## config.mk

```make
export PLATFORM = sky130hd
export DESIGN_NAME = pwm_bit_decoder
export DESIGN_NICKNAME = d
export VERILOG_FILES = /design/src/rtl/pwmdec_pkg.sv /design/src/rtl/pwmdec_edge_sync.sv /design/src/rtl/pwmdec_learner.sv /design/src/rtl/pwmdec_slicer.sv /design/src/rtl/pwmdec_zero_watch.sv /design/src/rtl/pwm_bit_decoder.sv
export SDC_FILE = /design/constraint.sdc
export NUM_CORES = 1
export LEC_CHECK = 0
export CAP_MARGIN = 15
export CORE_UTILIZATION = 43
export CTS_BUF_LIST = sky130_fd_sc_hd__clkbuf_16
export CTS_CLUSTER_SIZE = 12
export DETAILED_ROUTE_END_ITERATION = 16
export PLACE_DENSITY = 0.64
export SLEW_MARGIN = 20
export SYNTH_ARGS = -nofsm -noshare
export SYNTH_HDL_FRONTEND = slang
export SYNTH_SLANG_ARGS = --single-unit
```

## constraint.sdc

```tcl
create_clock -name clk -period 5.6 [get_ports clk]
set_input_delay 1.12 -clock clk [delete_from_list [all_inputs] [get_ports clk]]
set_output_delay 1.12 -clock clk [all_outputs]
set_load 0.05 [all_outputs]
```

## src/rtl/pwmdec_pkg.sv

```systemverilog
package pwmdec_pkg;

    localparam int LEARN_PERIODS_DEF = 33;
    localparam int ZERO_RUN_DEF      = 10;

    typedef enum logic [1:0] {
        MODE_OFF,
        MODE_LEARN,
        MODE_RUN
    } mode_e;

    typedef enum logic [1:0] {
        PH_IDLE,
        PH_LOW,
        PH_HIGH
    } phase_e;

    typedef struct packed {
        logic valid;
        logic data;
    } bit_ev_t;

    // Zero when 2*low > 3*one_width
    function automatic logic low_is_zero(input logic [31:0] low_w, input logic [31:0] one_w);
        logic [33:0] lhs;
        logic [33:0] rhs;
        lhs = {1'b0, low_w, 1'b0};
        rhs = {2'b00, one_w} + {1'b0, one_w, 1'b0};
        return lhs > rhs;
    endfunction

endpackage

```

## src/rtl/pwmdec_edge_sync.sv

```systemverilog
module pwmdec_edge_sync #(
    parameter int SYNC_STAGES = 2
) (
    input  logic clk,
    input  logic rst,
    input  logic async_i,
    output logic fall_o,
    output logic rise_o
);
    localparam int MSB = SYNC_STAGES - 1;

    logic [MSB:0] sr;
    logic         prev;

    always_ff @(posedge clk) begin
        if (rst) begin
            sr   <= '1;
            prev <= 1'b1;
        end else begin
            sr   <= {sr[MSB-1:0], async_i};
            prev <= sr[MSB];
        end
    end

    assign fall_o = prev & ~sr[MSB];
    assign rise_o = ~prev & sr[MSB];
endmodule

```

## src/rtl/pwmdec_learner.sv

```systemverilog
module pwmdec_learner #(
    parameter int CW            = 17,
    parameter int LEARN_PERIODS = 33
) (
    input  logic          clk,
    input  logic          rst,
    input  logic          clear_i,
    input  logic          enable_i,
    input  logic          fall_i,
    input  logic          rise_i,
    output logic          done_o,
    output logic          valid_o,
    output logic [CW-1:0] one_w_o,
    output logic [CW-1:0] period_o
);
    localparam int EW = $clog2(LEARN_PERIODS + 1);
    localparam logic [EW-1:0] LAST = EW'(LEARN_PERIODS);

    logic [CW-1:0] cnt, min_w, per_w, one_r, period_r;
    logic [EW-1:0] nfall;
    logic          in_low, seen, valid_r;

    assign done_o   = enable_i & fall_i & (nfall == LAST);
    assign valid_o  = valid_r;
    assign one_w_o  = one_r;
    assign period_o = period_r;

    always_ff @(posedge clk) begin
        if (rst || clear_i) begin
            cnt      <= '0;
            min_w    <= '1;
            per_w    <= '0;
            one_r    <= '0;
            period_r <= '0;
            nfall    <= '0;
            in_low   <= 1'b0;
            seen     <= 1'b0;
            valid_r  <= 1'b0;
        end else if (enable_i) begin
            if (cnt != '1) cnt <= cnt + 1'b1;
            if (fall_i) begin
                cnt    <= '0;
                in_low <= 1'b1;
                seen   <= 1'b1;
                if (seen) per_w <= cnt;
                if (nfall != LAST) nfall <= nfall + 1'b1;
                if (done_o) begin
                    one_r    <= min_w;
                    period_r <= seen ? cnt : per_w;
                    valid_r  <= 1'b1;
                end
            end else if (rise_i && in_low) begin
                in_low <= 1'b0;
                if (cnt < min_w) min_w <= cnt;
            end
        end
    end
endmodule

```

## src/rtl/pwmdec_slicer.sv

```systemverilog
module pwmdec_slicer
    import pwmdec_pkg::*;
#(
    parameter int CW = 17
) (
    input  logic          clk,
    input  logic          rst,
    input  logic          enable_i,
    input  logic          arm_i,
    input  logic          fall_i,
    input  logic          rise_i,
    input  logic [CW-1:0] one_w_i,
    input  logic [CW-1:0] period_i,
    output logic          rclk_o,
    output bit_ev_t       ev_o
);
    logic [CW-1:0] cnt;
    phase_e        phase;
    logic          decided, first, rclk_r;
    bit_ev_t       ev_r;
    logic          guard_ok, over;

    assign guard_ok = first | (cnt >= (period_i >> 1));
    assign over     = low_is_zero(32'(cnt), 32'(one_w_i));
    assign rclk_o   = rclk_r;
    assign ev_o     = ev_r;

    always_ff @(posedge clk) begin
        if (rst) begin
            cnt     <= '0;
            phase   <= PH_IDLE;
            decided <= 1'b0;
            first   <= 1'b1;
            rclk_r  <= 1'b1;
            ev_r    <= '0;
        end else begin
            ev_r <= '0;
            if (arm_i) begin
                first   <= 1'b1;
                phase   <= PH_IDLE;
                decided <= 1'b0;
                rclk_r  <= 1'b1;
            end else if (!enable_i) begin
                phase  <= PH_IDLE;
                rclk_r <= 1'b1;
            end else begin
                if (cnt != '1) cnt <= cnt + 1'b1;
                if (!rclk_r && cnt >= one_w_i) rclk_r <= 1'b1;
                if (fall_i && guard_ok && phase != PH_LOW) begin
                    phase   <= PH_LOW;
                    cnt     <= '0;
                    rclk_r  <= 1'b0;
                    decided <= 1'b0;
                    first   <= 1'b0;
                end else if (phase == PH_LOW) begin
                    if (rise_i) begin
                        phase <= PH_HIGH;
                        if (!decided) ev_r <= '{valid: 1'b1, data: ~over};
                    end else if (!decided && over) begin
                        decided <= 1'b1;
                        ev_r    <= '{valid: 1'b1, data: 1'b0};
                    end
                end
            end
        end
    end
endmodule

```

## src/rtl/pwmdec_zero_watch.sv

```systemverilog
module pwmdec_zero_watch
    import pwmdec_pkg::*;
#(
    parameter int LIMIT = 10
) (
    input  logic    clk,
    input  logic    rst,
    input  logic    clear_i,
    input  bit_ev_t ev_i,
    output logic    trip_o,
    output logic [$clog2(LIMIT+1)-1:0] run_o
);
    localparam int ZW = $clog2(LIMIT + 1);
    localparam logic [ZW-1:0] LAST = ZW'(LIMIT - 1);

    logic [ZW-1:0] run;

    assign trip_o = ev_i.valid & ~ev_i.data & (run == LAST);
    assign run_o  = run;

    always_ff @(posedge clk) begin
        if (rst || clear_i) begin
            run <= '0;
        end else if (ev_i.valid) begin
            if (ev_i.data || trip_o) run <= '0;
            else                     run <= run + 1'b1;
        end
    end
endmodule

```

## src/rtl/pwm_bit_decoder.sv

```systemverilog
module pwm_bit_decoder
    import pwmdec_pkg::*;
#(
    parameter int CLK_HZ        = 100_000_000,
    parameter int MIN_BPS       = 2400,
    parameter int LEARN_PERIODS = LEARN_PERIODS_DEF,
    parameter int ZERO_RUN      = ZERO_RUN_DEF,
    parameter int SYNC_STAGES   = 2
) (
    input  logic clk,
    input  logic rst,
    input  logic bus_i,
    input  logic normal_start_i,
    input  logic por_i,
    output logic rclk_o,
    output logic data_o,
    output logic bit_valid_o,
    output logic ready_o
);
    localparam int MAX_CNT = 2 * (CLK_HZ / MIN_BPS);
    localparam int CW      = $clog2(MAX_CNT + 1);

    mode_e         mode_q;
    logic          fall, rise, done, tim_valid, trip;
    logic [CW-1:0] one_w, period_w;
    bit_ev_t       ev;
    logic          learn_clear, arm, ready_q, data_q;
    logic [$clog2(ZERO_RUN+1)-1:0] zrun;

    assign learn_clear = por_i | (normal_start_i & ~tim_valid) | trip;
    assign arm         = por_i | normal_start_i | trip;

    pwmdec_edge_sync #(.SYNC_STAGES(SYNC_STAGES)) u_sync (
        .clk(clk), .rst(rst), .async_i(bus_i), .fall_o(fall), .rise_o(rise)
    );

    pwmdec_learner #(.CW(CW), .LEARN_PERIODS(LEARN_PERIODS)) u_learn (
        .clk(clk), .rst(rst), .clear_i(learn_clear),
        .enable_i(mode_q == MODE_LEARN), .fall_i(fall), .rise_i(rise),
        .done_o(done), .valid_o(tim_valid), .one_w_o(one_w), .period_o(period_w)
    );

    pwmdec_slicer #(.CW(CW)) u_slice (
        .clk(clk), .rst(rst), .enable_i((mode_q == MODE_RUN) | done),
        .arm_i(arm), .fall_i(fall), .rise_i(rise),
        .one_w_i(one_w), .period_i(period_w), .rclk_o(rclk_o), .ev_o(ev)
    );

    pwmdec_zero_watch #(.LIMIT(ZERO_RUN)) u_zero (
        .clk(clk), .rst(rst), .clear_i(arm), .ev_i(ev), .trip_o(trip), .run_o(zrun)
    );

    always_ff @(posedge clk) begin
        if (rst) begin
            mode_q  <= MODE_OFF;
            ready_q <= 1'b0;
            data_q  <= 1'b0;
        end else begin
            if (por_i)                               mode_q <= MODE_OFF;
            else if (normal_start_i)                 mode_q <= tim_valid ? MODE_RUN : MODE_LEARN;
            else if (mode_q == MODE_RUN && trip)     mode_q <= MODE_LEARN;
            else if (mode_q == MODE_LEARN && done)   mode_q <= MODE_RUN;

            if (por_i || normal_start_i || trip) ready_q <= 1'b0;
            else if (ev.valid)                   ready_q <= 1'b1;

            if (ev.valid) data_q <= ev.data;
        end
    end

    assign bit_valid_o = ev.valid;
    assign data_o      = ev.valid ? ev.data : data_q;
    assign ready_o     = ready_q;
endmodule

```

==> results_dict.tcl, run 1 <==
set metrics [dict create \
    min_delay_path_depth 1 \
    grt_pass1_vias 5457 \
    syn_inst 892 \
    hpwl_mm 12.4 \
    p_leak_uw 0.00334 \
    drv_slew 0 \
    p_per_area_nw_per_um2 242 \
    first_iter_violations 301 \
    hold_path_class "flop to flop" \
    drive_gt1_frac 0.0637 \
    worstPathMaxFanout 7 \
    period_minus_slack_ns 4.00 \
    min_from "u_sync.sr[0]" \
    setup_violations 0 \
    grt_max_degree 51 \
    coreArea_um2 17200 \
    ys_seq_area_frac 0.336 \
    cts_buffers 17 \
    rsz0062_at_grt "no" \
    setup_slack_ns 1.60 \
    synth_seq_cells 127 \
    cts_max_level 4 \
    vias 6057 \
    r2r-start "u_learn.one_w_o[1]" \
    dr.pass1.iters 5 \
    hold_buffers 0 \
    grt_pass1_wl_mm 28.2 \
    synth_cell_types 69 \
    end_kind "flop" \
    ctsRootBufferMaster "clkbuf_16" \
    gp_congestion 0.828 \
    postRouteAntennaNets 0 \
    syn_to_final_growth_pct 10.9 \
    maxCapViolCount 0 \
    die_area_um2 18100 \
    cts_sinks 127 \
    slew_headroom 0.257 \
    layout_worst_path_cycle_share 0.714 \
    fill_cells 1686 \
    async_flop_share 0 \
    antenna_cells 0 \
    viasPerCell 5.41 \
    tightest_slew_ns 1.09 \
    yosys_warnings 0 \
    cts_tree "yes" \
    outcome "complete, no violations" \
    syn-cell-area_um2 7560 \
    postSynthAreaPerCell_um2 8.47 \
    start_kind "flop" \
    rrSetupSlack_ns 1.60 \
    fin_nets 981 \
    cpPeakStageDelay_ns 0.44 \
    drt_wl_total_mm 17.1 \
    row_count 48 \
    cts_setup_buffers 0 \
    ir_drop_mv 0.187 \
    dieWidth_um 135 \
    syn-num-nets 989 \
    whs_ns 0.418 \
    slowest_stage "fa_1" \
    regArea_um2 2540 \
    hold_viol 0 \
    cts_buffer_depth 2 \
    multi_input_area_um2 4650 \
    finalClockSkew_ns 0.00898 \
    wl_per_cell_um 15.2 \
    drc 0 \
    tns_ns 0 \
    worstSetupPathType "flop to flop" \
    p_total_uw 2020 \
    max_freq_mhz 250 \
    io_buffers 8 \
    antenna_found_initial 0 \
    path_clk_slew_ns 0.06 \
    critical_path.cell_chain "ha_1 > fa_1 > a211oi_1 > o21a_1 > o31ai_1 > a31oi_1 > nor2b_1 > o21a_1 > nor2_1 > xor2_1 > ha_1 > a21o_1 > a21o_1 > a21oi_1 > o2111a_1 > a311oi_2 > a32oi_1 > a21oi_1" \
    synth_edf_count 0 \
    grt_overflow 0 \
    r2r_end "u_slice.decided" \
    crit_arrival_ns 4.27 \
    ioPinCount 9 \
    insertion_delay_ns 0.41 \
    ys.flop_type "dfxtp_1" \
    fp.dieH_um 135 \
    worstHoldEndpoint "u_sync.sr[1]" \
    grt.total_usage 0.199 \
    post-place-ws_ns 1.57 \
    start_util 0.439 \
    cts_resized 0 \
    r2r_cells 18 \
    cp.required_ns 5.88 \
]
-- power by group --
part,switching [µW],leakage (µW),internal [µW]
registers,1.17,0.00102,905
logic,23.5,0.00204,8.73
clock network,397,0.000283,689
-- sequential cells by signal, indices dropped and copies added (netlist names), 2 cells and up --
signal	cells
mode_q	2
u_learn.cnt	17
u_learn.min_w	17
u_learn.nfall	6
u_learn.one_w_o	17
u_learn.per_w	16
u_learn.period_o	16
u_slice.cnt	17
u_slice.ev_o	2
u_slice.phase	2
u_sync.sr	2
u_zero.run_o	4
-- per-stage QoR --
step                instances  cell area [µm²]   util
finish                   1120             8380  0.486
global placement         1090             7800  0.453
detailed placement       1090             7800  0.453
floorplan                 892             7560      -
CTS                      1120             8380  0.486
global route             1120             8380  0.486
-- Yosys cell counts, drive strengths merged (8+ instances only) --
cell type	n	area, µm²
nor4	12	90.1
a21oi	73	380
inv	60	225
dfxtp	127	2540
mux2i	16	160
xnor2	10	87.6
o21ai	19	95.1
nand3	10	50.1
nand2b	12	85.1
ha	91	1140
xor2	24	210
a31o	11	96.3
nor4b	10	87.6
nor2	73	290
a211oi	21	158
and3	8	50.1
clkbuf	29	109
o211ai	19	143
a21o	22	165
nand2	119	449
nand4	23	144
nor2b	12	75.1
buf	10	56.3
nor3	12	60.1
-- final cells by class --
type,count,share of cell area
clock buffers,17,0.0507
clock inverters,13,0.0179
inverters,60,0.0269
multi-input cells,666,0.554
flip-flops and latches,127,0.303
well taps,225,0.0336
repair buffers,12,0.0131
-- critical path, delay by kind of cell, from the launching register on --
family	cells	cell delay, ns
AOI/OAI and AO/OA	12	2.19
xor gates and xnor gates	1	0.16
adders and majority gates	3	0.95
DFF	1	0.38
and+or+nand+nor	2	0.20
-- how the worst max path moves through the flow --
stage                       startpoint         endpoint  depth (start not counted)
floorplan           u_learn.one_w_o[1]  u_slice.decided                         18
global placement                   rst  u_learn.cnt[15]                          5
detailed placement                 rst  u_learn.cnt[13]                          5
CTS                 u_learn.one_w_o[1]  u_slice.decided                         18
global route        u_learn.one_w_o[1]  u_slice.decided                         18
finish              u_learn.one_w_o[1]  u_slice.decided                         18
-- cell families (layout without fill, tap and decap cells) --
kind of cell               Yosys count  after routing  synth area share
muxes                               21             21            0.0286
AOI/OAI and AO/OA                  207            207             0.188
and+or+nand+nor                    312            312             0.202
xor gates and xnor gates            34             34            0.0394
DFF                                127            127             0.336
adders and majority gates           92             92             0.153
buffers and inverters               99            102            0.0516
-- routing by layer --
layer	vias up	GRT usage	wire length, µm
li1	3169	-	-
met5	-	0	0
met3	21	0.0379	594
met1	2769	0.292	9070
met4	0	0.0662	307
met2	98	0.291	7090
-- placed cells by master, fill, tap and decap left out, drive strengths merged, types with 8 or more instances in the layout --
cell           count
dfxtp            127
nand2            119
ha                91
nor2              73
a21oi             73
inv               65
xor2              24
nand4             23
a21o              22
a211oi            21
o211ai            19
o21ai             19
clkbuf            17
mux2i             16
nor3              12
nor2b             12
nor4              12
nand2b            12
a31o              11
xnor2             10
nand3             10
nor4b             10
and3               8
clkdlybuf4s50      8
No activity file was read; power rests on OpenSTA's default activity.
==> inputs of run 2 (changes only) <==
==> constraint.sdc (replaced) <==
create_clock -name clk -period 3.8 [get_ports clk]
set_input_delay 0.76 -clock clk [delete_from_list [all_inputs] [get_ports clk]]
set_output_delay 0.76 -clock clk [all_outputs]
set_load 0.05 [all_outputs]
==> run 2 against run 1 <==
Register-to-register slack worse by 1.5 ns. Critical path depth stayed put. Non-clock buffer count is 23 higher. Critical endpoint unchanged.
==> results_dict.tcl, run 2 (same netlist as run 1, synthesis figures left out) <==
set metrics [dict create \
    crit_arrival_ns 4.02 \
    grt_pass1_vias 5674 \
    drt-met1-wl_mm 9.11 \
    grt_max_degree 35 \
    hpwl_mm 12.8 \
    cts_sinks 127 \
    coreArea_um2 17200 \
    syn_to_final_growth_pct 13.7 \
    cp.required_ns 4.15 \
    placed_cells 1113 \
    p_per_area_nw_per_um2 341 \
    ctsRootBufferMaster "clkbuf_16" \
    grt.total_usage 0.205 \
    setup_violations 0 \
    rrSetupSlack_ns 0.13 \
    drc 0 \
    drv_slew 0 \
    cts_setup_buffers 0 \
    layout_common_cells "dfxtp_1, nand2_1, ha_1" \
    tightest_slew_ns 0.938 \
    critical_path.cell_chain "buf_4 > buf_4 > ha_4 > a21oi_2 > nor2_1 > o31a_1 > o21ba_4 > a221o_1 > a31oi_1 > xnor2_1 > ha_1 > a21o_1 > a21oi_2 > nand2_1 > o211ai_1 > a311oi_4 > a32oi_1 > a21oi_1" \
    hold_viol 0 \
    wl_met2_mm 7.68 \
    final_common_cell "dfxtp_1" \
    antenna_cells 0 \
    wl_per_cell_um 15.4 \
    postRouteAntennaNets 0 \
    insertion_delay_ns 0.42 \
    cts_buffer_depth 2 \
    drt_wl_total_mm 17.6 \
    routed-wl-met3_um 541 \
    final_cell_area_um2 8600 \
    die_area_um2 18100 \
    antenna_found_initial 0 \
    fp.dieH_um 135 \
    dieWidth_um 135 \
    start_util 0.439 \
    instances_no_fill 1144 \
    grt_pass1_wl_mm 29.0 \
    p_total_uw 2930 \
    rsz0062_at_grt "yes" \
    dr.pass1.iters 4 \
    worstPathMaxFanout 5 \
    worstSetupPathType "flop to flop" \
    drive_gt1_frac 0.0968 \
    io_buffers 8 \
    fin_nets 1004 \
    maxCapViolCount 0 \
    finalClockSkew_ns 0.00612 \
    r2r_cells 18 \
    slew_headroom 0.372 \
    vias 6086 \
    outcome "complete, no violations" \
    path_clk_slew_ns 0.06 \
    hold_path_class "flop to flop" \
    min_delay_path_depth 1 \
    ioPinCount 9 \
    cts_buffers 17 \
    place_area_um2 7990 \
    slowest_stage "a221o_1" \
    ir_drop_mv 0.347 \
    gp_congestion 0.825 \
    p_leak_uw 0.00345 \
    max_freq_mhz 273 \
    grt_overflow 0 \
    cts_max_level 4 \
    first_iter_violations 343 \
    start_kind "flop" \
    cpPeakStageDelay_ns 0.40 \
    end_kind "flop" \
    row_count 48 \
    cts_tree "yes" \
    layout_worst_path_cycle_share 0.965 \
    tns_ns 0 \
    hold_buffers 0 \
    top_layer "met4" \
    viasPerCell 5.32 \
    period_minus_slack_ns 3.67 \
]
run 2: final timing paths:
kind | from | end
setup / recovery | u_learn.one_w_o[1] | u_slice.decided
setup reg to reg | u_learn.one_w_o[1] | u_slice.decided
hold reg to reg | u_sync.sr[0] | u_sync.sr[1]
hold / removal | u_sync.sr[0] | u_sync.sr[1]
run 2: area by class of cell:
type                       instances  area (µm²)
fill                            1630        8640
multi-input combinational        666        4700
sequential                       127        2540
clock buffer                      17         425
timing repair buffer              35         295
tap                              225         282
inverter                          60         225
clock inverter                    14         128
run 2: layer usage:
layer | vias to the layer above | track usage
li1 | 3226 | -
met1 | 2754 | 0.290
met2 | 87 | 0.313
met3 | 19 | 0.0424
met4 | 0 | 0.0581
met5 | - | 0
run 2: critical path, delay by kind of cell (launching register included):
kind	cells	cell delay, ns
xor gates and xnor gates	1	0.10
buffers and inverters	2	0.29
AOI/OAI and AO/OA	11	2.22
and+or+nand+nor	2	0.14
DFF	1	0.31
adders and majority gates	2	0.54
run 2: power by group:
part           switching [µW]  leakage, µW  internal (µW)
logic                    35.3      0.00215           16.2
registers                1.77      0.00102           1330
clock network             594     0.000272            947
run 2: repair_timing:
| item | 4_1_cts | 5_1_grt |
|---|---|---|
| gates cloned | 0 | 0 |
| resized for setup | 1 | 13 |
| setup endpoints to repair | 2 | 3 |
| pin swaps | 1 | 12 |
run 2: metrics by stage:
step | util | hold slack (ns) | setup slack (ns)
2_1_floorplan | - | 0.389 | 0.173
3_3_place_gp | 0.463 | 0.390 | -0.0240
3_5_place_dp | 0.463 | 0.399 | -0.0308
4_1_cts | 0.496 | 0.415 | 0.00565
5_1_grt | 0.499 | 0.439 | -0.0758
6_report | 0.499 | 0.413 | 0.133
